`config.mk`:
```
export PLATFORM = sky130hd
export DESIGN_NAME = sertx_slot_ctrl
export DESIGN_NICKNAME = d
export VERILOG_FILES = /design/src/rtl/sertx_pkg.sv /design/src/rtl/sertx_slot_timer.sv /design/src/rtl/sertx_tx_datapath.sv /design/src/rtl/sertx_tx_status.sv /design/src/rtl/sertx_slot_ctrl.sv
export SDC_FILE = /design/constraint.sdc
export NUM_CORES = 1
export LEC_CHECK = 0
export BUFFER_PORTS_ARGS = -buffer_cell sky130_fd_sc_hd__clkbuf_2
export CAP_MARGIN = 30
export CORE_ASPECT_RATIO = 1.25
export CORE_MARGIN = 2
export CORE_UTILIZATION = 60
export CTS_CLUSTER_DIAMETER = 100
export DETAILED_ROUTE_END_ITERATION = 8
export PLACE_DENSITY = 0.8
export SYNTH_ARGS = -nofsm -noshare
export SYNTH_HDL_FRONTEND = slang
export SYNTH_SLANG_ARGS = --single-unit
export TNS_END_PERCENT = 5
```
`constraint.sdc`:
```
create_clock -name clk -period 3.8 [get_ports clk]
set_input_delay 0.57 -clock clk [delete_from_list [all_inputs] [get_ports clk]]
set_output_delay 0.57 -clock clk [all_outputs]
set_load 0.02 [all_outputs]
```
`src/rtl/sertx_pkg.sv`:
```
package sertx_pkg;
  parameter int unsigned SERTX_WORD_W = 16;
  parameter int unsigned SERTX_SLOT_W = 4;

  typedef struct packed {
    logic underrun;
    logic frame;
  } sertx_flags_t;
endpackage

```
`src/rtl/sertx_slot_timer.sv`:
```
module sertx_slot_timer #(
  parameter int unsigned WORD_W = 16,
  parameter int unsigned SLOT_W = 4,
  localparam int unsigned BIT_W = $clog2(WORD_W)
) (
  input  logic              clk,
  input  logic              rst,
  input  logic              tx_en,
  input  logic              bit_tick,
  input  logic              net_mode,
  input  logic [SLOT_W-1:0] slots_m1,
  output logic              slot_start,
  output logic              tx_slot,
  output logic              first_slot,
  output logic [BIT_W-1:0]  bit_idx
);
  logic [BIT_W-1:0]  bit_cnt;
  logic [SLOT_W-1:0] slot_cnt;
  logic              last_bit;

  assign last_bit   = (bit_cnt == BIT_W'(WORD_W - 1));
  assign slot_start = tx_en && bit_tick && (bit_cnt == '0);
  assign first_slot = (slot_cnt == '0);
  assign tx_slot    = net_mode || first_slot;
  assign bit_idx    = bit_cnt;

  always_ff @(posedge clk) begin
    if (rst || !tx_en) begin
      bit_cnt  <= '0;
      slot_cnt <= '0;
    end else if (bit_tick) begin
      if (last_bit) begin
        bit_cnt  <= '0;
        slot_cnt <= (slot_cnt >= slots_m1) ? '0 : slot_cnt + 1'b1;
      end else begin
        bit_cnt <= bit_cnt + 1'b1;
      end
    end
  end

  a_r11_idle_home: assert property (@(posedge clk) disable iff (rst)
    !tx_en |=> (bit_cnt == '0 && slot_cnt == '0));
  a_r2_bit_step: assert property (@(posedge clk) disable iff (rst)
    (tx_en && bit_tick && !last_bit) |=> (bit_cnt == BIT_W'($past(bit_cnt) + 1'b1)));
endmodule

```
`src/rtl/sertx_tx_datapath.sv`:
```
module sertx_tx_datapath #(
  parameter int unsigned WORD_W = 16,
  localparam int unsigned BIT_W = $clog2(WORD_W)
) (
  input  logic              clk,
  input  logic              rst,
  input  logic              tx_en,
  input  logic              bit_tick,
  input  logic              slot_start,
  input  logic              tx_slot,
  input  logic [BIT_W-1:0]  bit_idx,
  input  logic              wr_data_en,
  input  logic [WORD_W-1:0] wr_data,
  input  logic              wr_slot_en,
  output logic              txd,
  output logic              data_empty,
  output logic              underrun_evt
);
  logic [WORD_W-1:0] hold_q;
  logic [WORD_W-1:0] word_q;
  logic [WORD_W-1:0] cur_word;
  logic [WORD_W-1:0] shifted;
  logic              empty_q;
  logic              skip_q;
  logic              txd_q;
  logic              load;
  logic              slot_open;

  assign slot_open    = slot_start && tx_slot;
  assign load         = slot_open && !empty_q;
  assign underrun_evt = slot_open && empty_q && !skip_q;
  assign cur_word     = load ? hold_q : word_q;
  assign shifted      = cur_word << bit_idx;
  assign txd          = txd_q;
  assign data_empty   = empty_q;

  always_ff @(posedge clk) begin
    if (rst) begin
      hold_q  <= '0;
      word_q  <= '0;
      empty_q <= 1'b1;
      skip_q  <= 1'b0;
      txd_q   <= 1'b0;
    end else begin
      if (wr_data_en) hold_q <= wr_data;
      if (load) word_q <= hold_q;
      if (wr_data_en)  empty_q <= 1'b0;
      else if (load)   empty_q <= 1'b1;
      if (wr_slot_en)                 skip_q <= 1'b1;
      else if (slot_open && empty_q)  skip_q <= 1'b0;
      if (!tx_en)         txd_q <= 1'b0;
      else if (bit_tick)  txd_q <= tx_slot ? shifted[WORD_W-1] : 1'b0;
    end
  end

  a_r3_empty_fall: assert property (@(posedge clk) disable iff (rst)
    $fell(empty_q) |-> $past(wr_data_en));
  a_r6_word_hold: assert property (@(posedge clk) disable iff (rst)
    !slot_start |=> $stable(word_q));
endmodule

```
`src/rtl/sertx_tx_status.sv`:
```
module sertx_tx_status
  import sertx_pkg::*;
(
  input  logic         clk,
  input  logic         rst,
  input  logic         tx_en,
  input  logic         slot_start,
  input  logic         first_slot,
  input  logic         underrun_evt,
  input  logic         data_empty,
  input  logic         rd_status_en,
  input  logic         wr_data_en,
  input  logic         wr_slot_en,
  output sertx_flags_t flags,
  output logic         irq_data,
  output logic         irq_exc
);
  logic armed_q;
  logic ur_q;
  logic ur_nxt;
  logic frame_q;
  logic irq_data_q;
  logic irq_exc_q;
  logic any_wr;

  assign any_wr = wr_data_en || wr_slot_en;

  always_comb begin
    ur_nxt = ur_q;
    if (underrun_evt)          ur_nxt = 1'b1;
    else if (any_wr && armed_q) ur_nxt = 1'b0;
  end

  always_ff @(posedge clk) begin
    if (rst) begin
      armed_q    <= 1'b0;
      ur_q       <= 1'b0;
      frame_q    <= 1'b0;
      irq_data_q <= 1'b0;
      irq_exc_q  <= 1'b0;
    end else begin
      if (any_wr)            armed_q <= 1'b0;
      else if (rd_status_en) armed_q <= 1'b1;
      ur_q <= ur_nxt;
      if (!tx_en)          frame_q <= 1'b0;
      else if (slot_start) frame_q <= first_slot;
      irq_data_q <= tx_en && data_empty && !ur_nxt;
      irq_exc_q  <= tx_en && data_empty && ur_nxt;
    end
  end

  assign flags.underrun = ur_q;
  assign flags.frame    = frame_q;
  assign irq_data       = irq_data_q;
  assign irq_exc        = irq_exc_q;

  a_r9_irq_excl: assert property (@(posedge clk) disable iff (rst)
    !(irq_data_q && irq_exc_q));
  a_r7_clear_armed: assert property (@(posedge clk) disable iff (rst)
    $fell(ur_q) |-> $past(armed_q && any_wr));
endmodule

```
`src/rtl/sertx_slot_ctrl.sv`:
```
module sertx_slot_ctrl
  import sertx_pkg::*;
#(
  parameter int unsigned WORD_W = SERTX_WORD_W,
  parameter int unsigned SLOT_W = SERTX_SLOT_W,
  localparam int unsigned BIT_W = $clog2(WORD_W)
) (
  input  logic              clk,
  input  logic              rst,
  input  logic              tx_en,
  input  logic              net_mode,
  input  logic [SLOT_W-1:0] slots_m1,
  input  logic              bit_tick,
  input  logic              wr_data_en,
  input  logic [WORD_W-1:0] wr_data,
  input  logic              wr_slot_en,
  input  logic              rd_status_en,
  output logic              txd,
  output logic              stat_underrun,
  output logic              stat_frame,
  output logic              stat_empty,
  output logic              irq_data,
  output logic              irq_exc
);
  logic             slot_start;
  logic             tx_slot;
  logic             first_slot;
  logic [BIT_W-1:0] bit_idx;
  logic             underrun_evt;
  logic             data_empty;
  sertx_flags_t     flags;

  sertx_slot_timer #(.WORD_W(WORD_W), .SLOT_W(SLOT_W)) u_timer (
    .clk(clk), .rst(rst), .tx_en(tx_en), .bit_tick(bit_tick),
    .net_mode(net_mode), .slots_m1(slots_m1),
    .slot_start(slot_start), .tx_slot(tx_slot),
    .first_slot(first_slot), .bit_idx(bit_idx)
  );

  sertx_tx_datapath #(.WORD_W(WORD_W)) u_data (
    .clk(clk), .rst(rst), .tx_en(tx_en), .bit_tick(bit_tick),
    .slot_start(slot_start), .tx_slot(tx_slot), .bit_idx(bit_idx),
    .wr_data_en(wr_data_en), .wr_data(wr_data), .wr_slot_en(wr_slot_en),
    .txd(txd), .data_empty(data_empty), .underrun_evt(underrun_evt)
  );

  sertx_tx_status u_status (
    .clk(clk), .rst(rst), .tx_en(tx_en), .slot_start(slot_start),
    .first_slot(first_slot), .underrun_evt(underrun_evt),
    .data_empty(data_empty), .rd_status_en(rd_status_en),
    .wr_data_en(wr_data_en), .wr_slot_en(wr_slot_en),
    .flags(flags), .irq_data(irq_data), .irq_exc(irq_exc)
  );

  assign stat_underrun = flags.underrun;
  assign stat_frame    = flags.frame;
  assign stat_empty    = data_empty;

  a_r6_underrun_cause: assert property (@(posedge clk) disable iff (rst)
    $rose(stat_underrun) |-> $past(slot_start && tx_slot && data_empty));
  a_r4_idle_slot_quiet: assert property (@(posedge clk) disable iff (rst)
    (slot_start && !tx_slot) |=> (txd == 1'b0 && !$rose(stat_underrun)));
endmodule

```
# Yosys cells after proc, flatten, opt, wreduce, memory -nomap -nowiden
# Cells that the tools add are included.
# totals
register_bits,48
input_bits,28
elab_cells,52
# op_classes
add_sub_neg,2
magnitude_cmp,1
eq_ne,1
shifts,1
n_mux,10
n_bitwise,1
reduce_logical,24
# op_table
operator,count
$mux 16,1
$shl 16x4->16,1
$logic_and 1x1->1,10
$add 4x1->4 const B,2
$logic_not 4->1,2
$mux 4,2
$mux 1,7
$eq 4x4->1 const B,1
$ge 4x4->1,1
$logic_not 1->1,4
$reduce_bool 2->1,2
$reduce_or 2->1,2
$logic_or 1x1->1,3
$reduce_and 2->1,1
$not 1->1,1

# Longest topological paths before layout
# Gate-level depths: netlist (run 1).
# depth
word_depth,8
mapped_depth,10

# Cells and area by module
# Synthesis (run 1) repeated with hierarchy kept, for this count alone.
# unflattened
cells_unflattened,236
hier_area_um2,2265.9
# modules_own_cells
module,instances,cells_per_inst,area_per_inst_um2
sertx_tx_datapath,1,150,1500.2
sertx_slot_timer,1,67,573.0
sertx_tx_status,1,19,192.7

# Least setup slack after synthesis (run 1)
# Ideal clock, no wire load.
# synth_timing
path_type,reg2reg
from,"register u_timer.bit_cnt[0], in the netlist u_timer.bit_idx[0]"
to,"register u_data.txd_q, in the netlist u_data.txd"
setup_time_ps,59
t_arrival_ps,1651
t_required_ps,3741
slack_ps,2090
stages_incl_launch_ff,9
period_less_slack_ps,1710
path_cell_list,dfxtp_1 -> clkbuf_1 -> inv_1 -> ha_1 -> and2_1 -> o2111a_2 -> a211o_1 -> a21oi_1 -> o211a_1
# synth_via
elab_chain_len,7
# synth_rtl
item,line,rtl
start: declaration,sertx_slot_timer.sv:17,logic [BIT_W-1:0] bit_cnt;
start signal: assignment,sertx_slot_timer.sv:36,bit_cnt <= bit_cnt + 1'b1;
$logic_not 4->1,sertx_slot_timer.sv:22,assign slot_start = tx_en && bit_tick && (bit_cnt == '0);
$logic_and 1x1->1,sertx_slot_timer.sv:22,
$logic_and 1x1->1,sertx_tx_datapath.sv:29,assign slot_open = slot_start && tx_slot;
$logic_and 1x1->1,sertx_tx_datapath.sv:30,assign load = slot_open && !empty_q;
$mux 16,sertx_tx_datapath.sv:32,assign cur_word = load ? hold_q : word_q;
$shl 16x4->16 (*),sertx_tx_datapath.sv:33,assign shifted = cur_word << bit_idx;
$mux 1 (*),sertx_tx_datapath.sv:52,else if (bit_tick) txd_q <= tx_slot ? shifted[WORD_W-1] : 1'b0;
end signal: assignment,sertx_tx_datapath.sv:52,
end: declaration,sertx_tx_datapath.sv:25,logic txd_q;
# Every way passes the cells marked *; elsewhere a longest branch is shown, timed or not.
# A chain may end at the register's enable or synchronous reset.

# Final worst setup path (run 1)
# layout_timing
from,"register u_timer.bit_cnt[1], in the netlist u_timer.bit_idx[1]"
to,"register u_data.txd_q, in the netlist u_data.txd"
# The elaborated chain is that of the path after synthesis.

==> qor.yml, run 1 <==
synth:
  synth.ff_latch_count: 48
  synthesis.area_per_instance_sq_um: 8.956
  post_synth_fa_ha_maj_area_fraction_pct: 4.417
  main_combinational_cell_family_by_area_after_synthesis: "simple AND/OR/NAND/NOR gates"
  netlist_area_sq_mm: 0.002266
  seq_area_frac_synth_pct: 42.41
  synth_compound_area_share_pct: 11.98
  synthSimpleGateAreaFrac_pct: 20.27
  synth_xor_xnor_area_share_pct: 1.160
  synthesis.nets: 289
  synth_enable_flop_cells: 0
  synth-async-reset-ratio_pct: 0
  yosys_warnings: 0
  post_synth_mux_area_share_pct: 13.36
  yosysUniqueCellTypes: 43
  syn-instance-count: 253
  most_instantiated_flip_flop_cell_in_the_synthesis_netlist: "dfxtp_1"
layout:
  final_layout_net_count: 314
  layout.cells.most_common: "dfxtp_1"
  flow.area_growth_from_synthesis_pct: 10.93
  num_antenna_cells: 0
  final_area_sq_mm: 0.002514
  fillers: 292
  final_layout_size_suffix_gt1_share_pct: 18.64
  instances_no_fill: 318
  final_cell_mix: "48 x dfxtp_1, 42 x nand2_1, 33 x clkbuf_2"
timing:
  fin_worst_skew_ps: 6.985
  fmax_mhz: 451.8
  fin_tns_setup_ps: 0
  report.final.slew_viol_count: 0
  finalWorstPathRequiredPeriod_ps: 2213
  layout_worst_path_cycle_share_pct: 58.24
  worst_slew_margin_rel_pct: 51.81
  setup_viol: 0
  final-hold-violation-count: 0
  worst_pin_slew_ps: 722.8
  rsz_0062_raised_after_global_routing: "no"
  hold_ws_ps: 452.0
global_routing:
  first_global_vias: 1680
  globalRoute.totalOverflow: 0
  global_route.usage.total_pct: 21.63
  grt_first_pass_wirelength_microns: 7113
  largest_net_degree_at_the_start_of_global_routing: 39
  antenna_found_initial: 0
detailed_routing:
  drt_pre_antenna_iters: 6
  total_via_count_in_the_routed_design: 1807
  wire_per_inst_microns: 12.78
  route.detailed.drc: 2
  wirelength_microns: 4063
  detail-route-antenna-nets: 0
  drt_iter0_markers: 48
  viasPerCell: 5.682
cts:
  cts_repair_resize_count: 0
  clock_sink_count: 48
  path_clk_slew_ps: 90
  numCtsBuffers: 5
  cts_root_buffer: "clkbuf_8"
  cts.htree.levels: 2
  cts_hold_buf: 0
  clk_latency_ps: 300
  tritoncts: "yes"
  cts_buffer_depth: 2
  post_cts_repair_setup_buffers: 0
floorplan:
  height_of_the_chip_microns: 72.71
  initial_core_utilization_pct: 63.95
  floorplan.io_pins: 34
  placeableCoreArea_sq_mm: 0.003543
  die_area_sq_mm: 0.004287
  die_x_microns: 58.97
  floorplan.rows: 24
worst_setup_path:
  timing_worst_setup_path_type: "flip-flop to flip-flop"
  start_kind: "flip-flop"
  cp.arrival_ps: 2410
  worst-r2r-setup-slack_ps: 1590
  endpoint: "u_data.txd"
  worst-r2r-cell-count: 8
  worst_r2r_endpoint: "u_data.txd"
  worst_setup_path_startpoint: "u_timer.bit_idx[1]"
  critical_path.max_fanout: 20
  rr_startpoint: "u_timer.bit_idx[1]"
  required_ps: 4000
  critPathCaptureType: "flip-flop"
status:
  outcome: "complete, but fails checks"
  violations_in_the_final_reports: "DRC"
placement:
  place_hpwl_microns: 2950
  gp_congestion: 0.8368
  place.detailed.instances: 310
  place_area_sq_mm: 0.002387
  io_buffer_count: 33
pwr:
  p_comb_share_pct: 8.2
  cellPowerDensity_mw_per_mm2: 401.7
  power.share.clock_pct: 39.1
  power.leakage_nw: 1.060
  power_switching_share_pct: 21.77
  power.switching_mw: 0.2198
  cell_internal_pwr_mw: 0.7899
  share_seq_of_total_power_pct: 52.7
  vdd_drop_max_uv: 209.8
run:
  max_cap_viols: 0
min_path:
  min_delay_path_class: "input pin to flip-flop"
## power groups by stage
stage / registers [mW] / clock network [mW] / logic, mW
after floorplan: 0.542 / 0 / 0.0587
after global placement: 0.543 / 0 / 0.0813
after detailed placement: 0.544 / 0 / 0.0838
after CTS: 0.532 / 0.402 / 0.0840
after global routing: 0.534 / 0.420 / 0.0952
final: 0.532 / 0.395 / 0.0829
## cell type report
| cell class | instances | area, sq um | area share (%) |
|---|---|---|---|
| Multi-Input combinational cell | 177 | 1160 | 46.14 |
| Inverter | 12 | 45.04 | 1.792 |
| Tap cell | 39 | 48.80 | 1.941 |
| Sequential cell | 48 | 960.9 | 38.23 |
| Clock buffer | 7 | 96.34 | 3.833 |
| Clock inverter | 1 | 30.03 | 1.195 |
| Timing Repair Buffer | 34 | 172.7 | 6.869 |
## state kept, by name, summed over array words and instances, names as in the netlist
| signal | count |
|---|---|
| u_status.irq_exc | 1 |
| u_timer.bit_idx | 4 |
| u_data.hold_q | 16 |
| u_data.data_empty | 1 |
| u_data.word_q | 16 |
| u_data.txd | 1 |
| u_status.armed_q | 1 |
| u_timer.slot_cnt | 4 |
| u_status.irq_data | 1 |
| u_status.frame_q | 1 |
| u_status.ur_q | 1 |
| u_data.skip_q | 1 |
## metrics by stage
step | setup slack, ps | total power, mW | utilization [%]
floorplan | 2090 | 0.6008 | -
global placement | 1581 | 0.6247 | 67.37
detailed placement | 1468 | 0.6277 | 67.37
CTS | 1596 | 1.018 | 70.94
global route | 1453 | 1.049 | 70.94
finish | 1587 | 1.010 | 70.94
## critical path: stages, from the launching register on
cell and delay [ps]:
dfxtp_1 720, inv_1 160, ha_1 220, nor2b_1 120
o2111ai_1 90, buf_4 270, mux2i_1 280, o211ai_1 120
o211a_1 130
## metal layers
layer | up-vias | share of wire, % | GRT usage [%]
li1 | 927 | - | -
met4 | 0 | 2.1 | 10.35
met5 | - | 0 | 0
met1 | 827 | 45 | 25.65
met2 | 44 | 48 | 36.54
met3 | 9 | 4.9 | 4.787
## logic make-up (layout without fill, tap and decap cells)
family	count (synthesis)	count (layout)
fa+ha+maj	8	8
buf+inv	28	54
compound gates	40	40
mux	27	27
flops	48	48
simple gates	99	99
xor+xnor	3	3
## worst min-delay path by stage
stage,start,end,slack (ps),cells after the start
after CTS,wr_slot_en,u_status.armed_q,450,2
after global placement,u_data.word_q[6],u_data.word_q[6],440,2
final,wr_slot_en,u_status.armed_q,450,2
after detailed placement,u_data.word_q[11],u_data.word_q[11],450,2
after floorplan,u_data.word_q[3],u_data.word_q[3],430,2
after global routing,wr_slot_en,u_status.armed_q,440,2
## cells in the mapped netlist (all sizes together), types with 2 or more instances
cell	count	area (sq um)
inv	12	45.04
nor4	2	12.51
o211a	2	20.02
nor2	24	90.09
nand2	42	157.7
clkbuf	4	15.01
mux2	6	67.56
buf	12	85.08
mux2i	19	190.2
and2	2	12.51
nor2b	3	18.77
o221ai	2	17.52
a21oi	21	105.1
and3	2	12.51
nand4	4	25.02
dfxtp	48	960.9
mux4	2	45.04
a21o	2	15.01
o2111ai	3	26.28
nand3	5	25.02
xnor2	2	17.52
nor3	7	35.03
ha	8	100.1
nand2b	4	25.02
nor3b	3	38.79
o21ai	2	10.00
No activity file was read; power rests on OpenSTA's default activity.
==> run 2: changes to the inputs <==
- ABC_AREA: unset -> 1
- CORE_UTILIZATION: 60 -> 56
- PLACE_DENSITY: 0.8 -> 0.76
- clock period: 3.8 -> 2.2 ns (I/O delays scaled with it)
==> run 2 against run 1 <==
The flow now finishes without violations. Total power grew 64%. Clock power is 37% higher. Highest routed layer unchanged. Sequential power is 74% higher. First-iteration DRC count grew 25%. Largest power group unchanged. Flip-flop and latch count stayed put.
==> qor.yml, run 2 <==
detailed_routing:
  drt_iter0_markers: 60
  route.detailed.drc: 0
  drt_pre_antenna_iters: 4
  wirelength_microns: 4599
  wire_per_inst_microns: 11.73
  total_via_count_in_the_routed_design: 1961
  viasPerCell: 5.003
  detail-route-antenna-nets: 0
timing:
  finalWorstPathRequiredPeriod_ps: 1974
  fin_worst_skew_ps: 5.712
  worst_pin_slew_ps: 591.0
  setup_viol: 0
  fin_tns_setup_ps: 0
  rsz_0062_raised_after_global_routing: "no"
  worst_slew_margin_rel_pct: 60.56
  report.final.slew_viol_count: 0
  final-hold-violation-count: 0
  layout_worst_path_cycle_share_pct: 89.74
  fmax_mhz: 506.5
synth:
  synth_top_area_cell: "dfxtp_1"
  netlist_area_sq_mm: 0.002262
  yosysUniqueCellTypes: 30
  synth.ff_latch_count: 48
  synth_compound_area_share_pct: 12.44
  synth_top_cell_area_share_pct: 42.48
  synth_most_common_cell: "dfxtp_1"
  synth-async-reset-ratio_pct: 0
  seq_area_frac_synth_pct: 42.48
  post_synth_fa_ha_maj_area_fraction_pct: 4.425
  post_synth_mux_area_share_pct: 0
  synthesis.nets: 338
  synthSimpleGateAreaFrac_pct: 28.82
  post_synth_main_area_contributors: "dfxtp_1 42%, nor2_1 7.8%, nand2_1 7.6%"
  synth_xor_xnor_area_share_pct: 0.3872
  synth_enable_flop_cells: 0
  most_instantiated_flip_flop_cell_in_the_synthesis_netlist: "dfxtp_1"
  post_synth_most_frequent_cells: "48 x dfxtp_1, 47 x nor2_1, 46 x nand2_1, 39 x inv_1, 24 x o21ai_0"
  syn-instance-count: 302
  synthesis.area_per_instance_sq_um: 7.491
  main_combinational_cell_family_by_area_after_synthesis: "simple AND/OR/NAND/NOR gates"
  yosys_warnings: 0
global_routing:
  first_global_vias: 1827
  global_route.usage.total_pct: 23.48
  antenna_found_initial: 0
  grt.met2_usage_pct: 36.80
  grt.met3_usage_pct: 5.842
  grt_first_pass_wirelength_microns: 8059
  global_route.usage.met1_pct: 31.35
  grt_most_used_layer: "met2"
  globalRoute.totalOverflow: 0
  largest_net_degree_at_the_start_of_global_routing: 24
worst_setup_path:
  worst-r2r-setup-slack_ps: 230
  worst_path_max_delay_cell: "dfxtp_1"
  required_ps: 2430
  critical_path.max_fanout: 12
  start_kind: "flip-flop"
  timing_worst_setup_path_type: "flip-flop to flip-flop"
  worst_path_most_repeated_cell: "nand2_1"
  cell_chain_of_the_critical_path: "inv_1, ha_1, nand2_2, nand2_4, nand3_4, buf_4, nand2_1, nand3_1, nand3_1, nand2_1, nand3_1, nand2_1, nand2_1, a21oi_2"
  cp.arrival_ps: 2210
  worst-r2r-cell-count: 14
  critPathCaptureType: "flip-flop"
  timing.critical_path.slowest_cell_delay_ps: 350
  worst_r2r_endpoint: "u_data.txd"
  rr_startpoint: "u_timer.slot_cnt[0]"
cts:
  path_clk_slew_ps: 80
  post_cts_repair_setup_buffers: 0
  tritoncts: "yes"
  clock_sink_count: 48
  cts.htree.levels: 2
  cts_root_buffer: "clkbuf_8"
  cts_repair_resize_count: 0
  cts_hold_buf: 0
  numCtsBuffers: 5
  clk_latency_ps: 300
  cts_buffer_depth: 2
floorplan:
  die_x_microns: 60.85
  height_of_the_chip_microns: 75.06
  die_area_sq_mm: 0.004567
  placeableCoreArea_sq_mm: 0.003816
  floorplan.rows: 25
  floorplan.io_pins: 34
  initial_core_utilization_pct: 59.28
min_path:
  hold_startpoint: "wr_slot_en"
  hold-path-cell-count: 2
  min_to: "u_status.armed_q"
  min_delay_path_class: "input pin to flip-flop"
layout:
  fillers: 369
  final_cell_mix: "48 x dfxtp_1, 47 x nor2_1, 46 x nand2_1"
  num_antenna_cells: 0
  multiInputGateArea_sq_mm: 0.001042
  final_layout_size_suffix_gt1_share_pct: 19.82
  final_layout_net_count: 373
  flow.area_growth_from_synthesis_pct: 11.78
  ff_latch_area_sq_um: 960.9
  layout.cells.most_common: "dfxtp_1"
  layout_top_registers: "u_data.hold_q (16), u_data.word_q (16)"
  layout.core_utilization_pct: 66.26
pwr:
  cellPowerDensity_mw_per_mm2: 655.1
  power.leakage_nw: 1.181
  vdd_drop_max_uv: 455.8
placement:
  place_hpwl_microns: 3503
  gp_congestion: 0.8121
  io_buffer_count: 33
status:
  outcome: "complete, no violations"
run:
  max_cap_viols: 0
run 2: routing by layer:
layer	wire [microns]	vias up	share of wire, %
met1	2127	865	46
met4	89	0	1.9
met5	0	-	0
met2	2173	45	47
met3	208	8	4.5
li1	-	1043	-
run 2: where the power goes:
part           switching (mW)  internal, mW  total (mW)
Combinational           0.120        0.0723       0.192
Clock                   0.285         0.256       0.540
Sequential             0.0177         0.907       0.924
Total                   0.422          1.23        1.66
run 2: per-stage QoR:
stage	instances	instance area, sq um	hold WS, ps	setup slack, ps	total power, mW
floorplan	302	2262	408.7	285.7	1.081
global placement	384	2435	448.8	247.9	1.134
detailed placement	384	2435	451.1	205.2	1.136
CTS	392	2529	216.7	189.3	1.663
global route	392	2529	219.7	15.48	1.739
finish	392	2529	213.5	225.8	1.656
run 2: worst max-delay path, delay by kind of cell (launching register included):
kind	cells	cell delay, ps
compound gates	1	100
fa+ha+maj	1	220
buf+inv	2	320
flops	1	350
simple gates	10	920
run 2: area by class of cell:
type,instances,area share (%)
Clock inverter,1,0.2969
Inverter,41,6.086
Sequential cell,48,38.00
Clock buffer,7,3.414
Tap cell,54,2.672
Multi-Input combinational cell,202,41.22
Timing Repair Buffer,39,8.313
run 2: worst max path at each step:
| stage | from | to | slack [ps] | depth (start not counted) |
|---|---|---|---|---|
| 2_1_floorplan | u_timer.bit_idx[0] | u_data.txd | 290 | 15 |
| 6_report | u_timer.slot_cnt[0] | u_data.txd | 230 | 14 |
| 3_5_place_dp | u_timer.bit_idx[1] | u_data.txd | 210 | 14 |
| 3_3_place_gp | u_timer.bit_idx[1] | u_data.txd | 250 | 14 |
| 4_1_cts | u_timer.bit_idx[1] | u_data.txd | 190 | 14 |
| 5_1_grt | u_timer.slot_cnt[0] | u_data.txd | 20 | 14 |
run 2: logic make-up after synthesis:
logic type / Yosys count
buf+inv: 52
xor+xnor: 1
flops: 48
fa+ha+maj: 8
compound gates: 51
simple gates: 142
==> run 3: changes to the inputs <==
- ABC_CLOCK_PERIOD_IN_PS: unset -> 2200
- CELL_PAD_IN_SITES_DETAIL_PLACEMENT: unset -> 0
- CELL_PAD_IN_SITES_GLOBAL_PLACEMENT: unset -> 1
- CORE_UTILIZATION: 56 -> 41
==> run 3 against run 2 <==
Register-to-register slack better by 70 ps. Critical path type unchanged. Non-clock buffer count unchanged. Largest cell class unchanged. Combinational power rose by 2%.
==> qor.yml, run 3 (synthesis gave the netlist of run 2 again) <==
cts:
  cts_repair_resize_count: 0
  cts_root_buffer: "clkbuf_8"
  cts_hold_buf: 0
  numCtsBuffers: 5
  cts.htree.levels: 2
  clk_latency_ps: 300
  path_clk_slew_ps: 90
  clock_sink_count: 48
  tritoncts: "yes"
  post_cts_repair_setup_buffers: 0
  cts_buffer_depth: 2
worst_setup_path:
  rr_startpoint: "u_timer.slot_cnt[0]"
  worst-r2r-setup-slack_ps: 300
  timing_worst_setup_path_type: "flip-flop to flip-flop"
  worst_path_most_repeated_cell: "nand2_1"
  critPathCaptureType: "flip-flop"
  cp.arrival_ps: 2080
  cell_chain_of_the_critical_path: "inv_1, ha_1, nand2_2, nand2_4, nand3_4, buf_12, o21ai_2, nor2_1, nor2_1, nand2_1, nand3_1, nand2_1, nand2_1, a21oi_2"
  timing.critical_path.slowest_cell_delay_ps: 320
  start_kind: "flip-flop"
  worst_path_max_delay_cell: "dfxtp_1"
  critical_path.max_fanout: 14
  worst-r2r-cell-count: 14
  worst_r2r_endpoint: "u_data.txd"
  required_ps: 2380
  worst_setup_path_startpoint: "u_timer.slot_cnt[0]"
layout:
  layout.cells.most_common: "dfxtp_1"
  final_layout_size_suffix_gt1_share_pct: 19.82
  fillers: 590
  num_antenna_cells: 0
  final_cell_mix: "48 x dfxtp_1, 47 x nor2_1, 46 x nand2_1"
  final_layout_net_count: 373
  flow.area_growth_from_synthesis_pct: 14.10
  layout_top_registers: "u_data.hold_q (16), u_data.word_q (16)"
timing:
  final-hold-violation-count: 0
  fin_tns_setup_ps: 0
  worst_pin_slew_ps: 598.2
  finalWorstPathRequiredPeriod_ps: 1900
  hold_ws_ps: 213.6
  fin_worst_skew_ps: 6.319
  report.final.slew_viol_count: 0
  setup_viol: 0
  rsz_0062_raised_after_global_routing: "no"
  fmax_mhz: 526.4
  layout_worst_path_cycle_share_pct: 86.34
  worst_slew_margin_rel_pct: 60.08
status:
  outcome: "complete, no violations"
global_routing:
  globalRoute.totalOverflow: 0
  antenna_found_initial: 0
  global_route.usage.total_pct: 17.33
  first_global_vias: 1893
  grt_first_pass_wirelength_microns: 8445
  largest_net_degree_at_the_start_of_global_routing: 24
min_path:
  hold_startpoint: "wr_slot_en"
  min_to: "u_status.armed_q"
  hold-path-cell-count: 2
  min_delay_path_class: "input pin to flip-flop"
pwr:
  vdd_drop_max_uv: 507.9
  cellPowerDensity_mw_per_mm2: 692.5
  power.leakage_nw: 1.204
floorplan:
  die_area_sq_mm: 0.006131
  initial_core_utilization_pct: 42.14
  placeableCoreArea_sq_mm: 0.005368
  floorplan.io_pins: 34
  height_of_the_chip_microns: 87.05
  die_x_microns: 70.44
  floorplan.rows: 30
detailed_routing:
  total_via_count_in_the_routed_design: 1940
  drt_pre_antenna_iters: 4
  route.detailed.drc: 0
  wirelength_microns: 4901
  viasPerCell: 4.826
  detail-route-antenna-nets: 0
  drt_iter0_markers: 67
  wire_per_inst_microns: 12.19
placement:
  io_buffer_count: 33
  place_hpwl_microns: 3685
  gp_congestion: 0.7891
run:
  max_cap_viols: 0
-- run 3: where the power goes --
part	leakage, nW	internal [mW]	switching, mW
sequential	0.393	0.907	0.0159
combinational	0.749	0.0736	0.123
clock	0.0614	0.372	0.297
-- run 3: final cells by class --
type	count	area [sq um]	share of cell area [%]
timing repair buffer	39	222.7	8.628
sequential	48	960.9	37.23
clock inverter	2	38.79	1.503
multi-input combinational	202	1042	40.38
clock buffer	6	82.58	3.199
inverter	41	153.9	5.962
tap	64	80.08	3.102
-- run 3: critical path, delay by kind of cell (launching register included) --
family	cells	cell delay, ps
fa+ha+maj	1	190
buf+inv	2	310
compound gates	2	180
flops	1	320
simple gates	9	780
-- run 3: layer usage --
metal / part of all wire, % / track usage, %
met5: 0 / 0
met2: 50 / 31.48
met3: 3.0 / 3.472
met4: 1.7 / 5.420
met1: 45 / 20.43
-- run 3: how the worst max path moves through the flow --
stage	slack (ps)	depth (start not counted)	endpoint
final	300	14	u_data.txd
after global routing	90	15	u_data.txd
after CTS	290	14	u_data.txd
after detailed placement	310	14	u_data.txd
after global placement	330	14	u_data.txd
after floorplan	290	15	u_data.txd
-- run 3: through the flow --
stage | instance area [sq um] | std cells | util [%] | power [mW] | worst slack, ps
3_3_place_gp | 2460 | 394 | 45.83 | 1.140 | 330.7
3_5_place_dp | 2460 | 394 | 45.83 | 1.143 | 313.5
4_1_cts | 2581 | 402 | 48.09 | 1.816 | 293.6
2_1_floorplan | 2262 | 302 | - | 1.081 | 285.7
6_report | 2581 | 402 | 48.09 | 1.787 | 300.4
5_1_grt | 2581 | 402 | 48.09 | 1.870 | 86.39
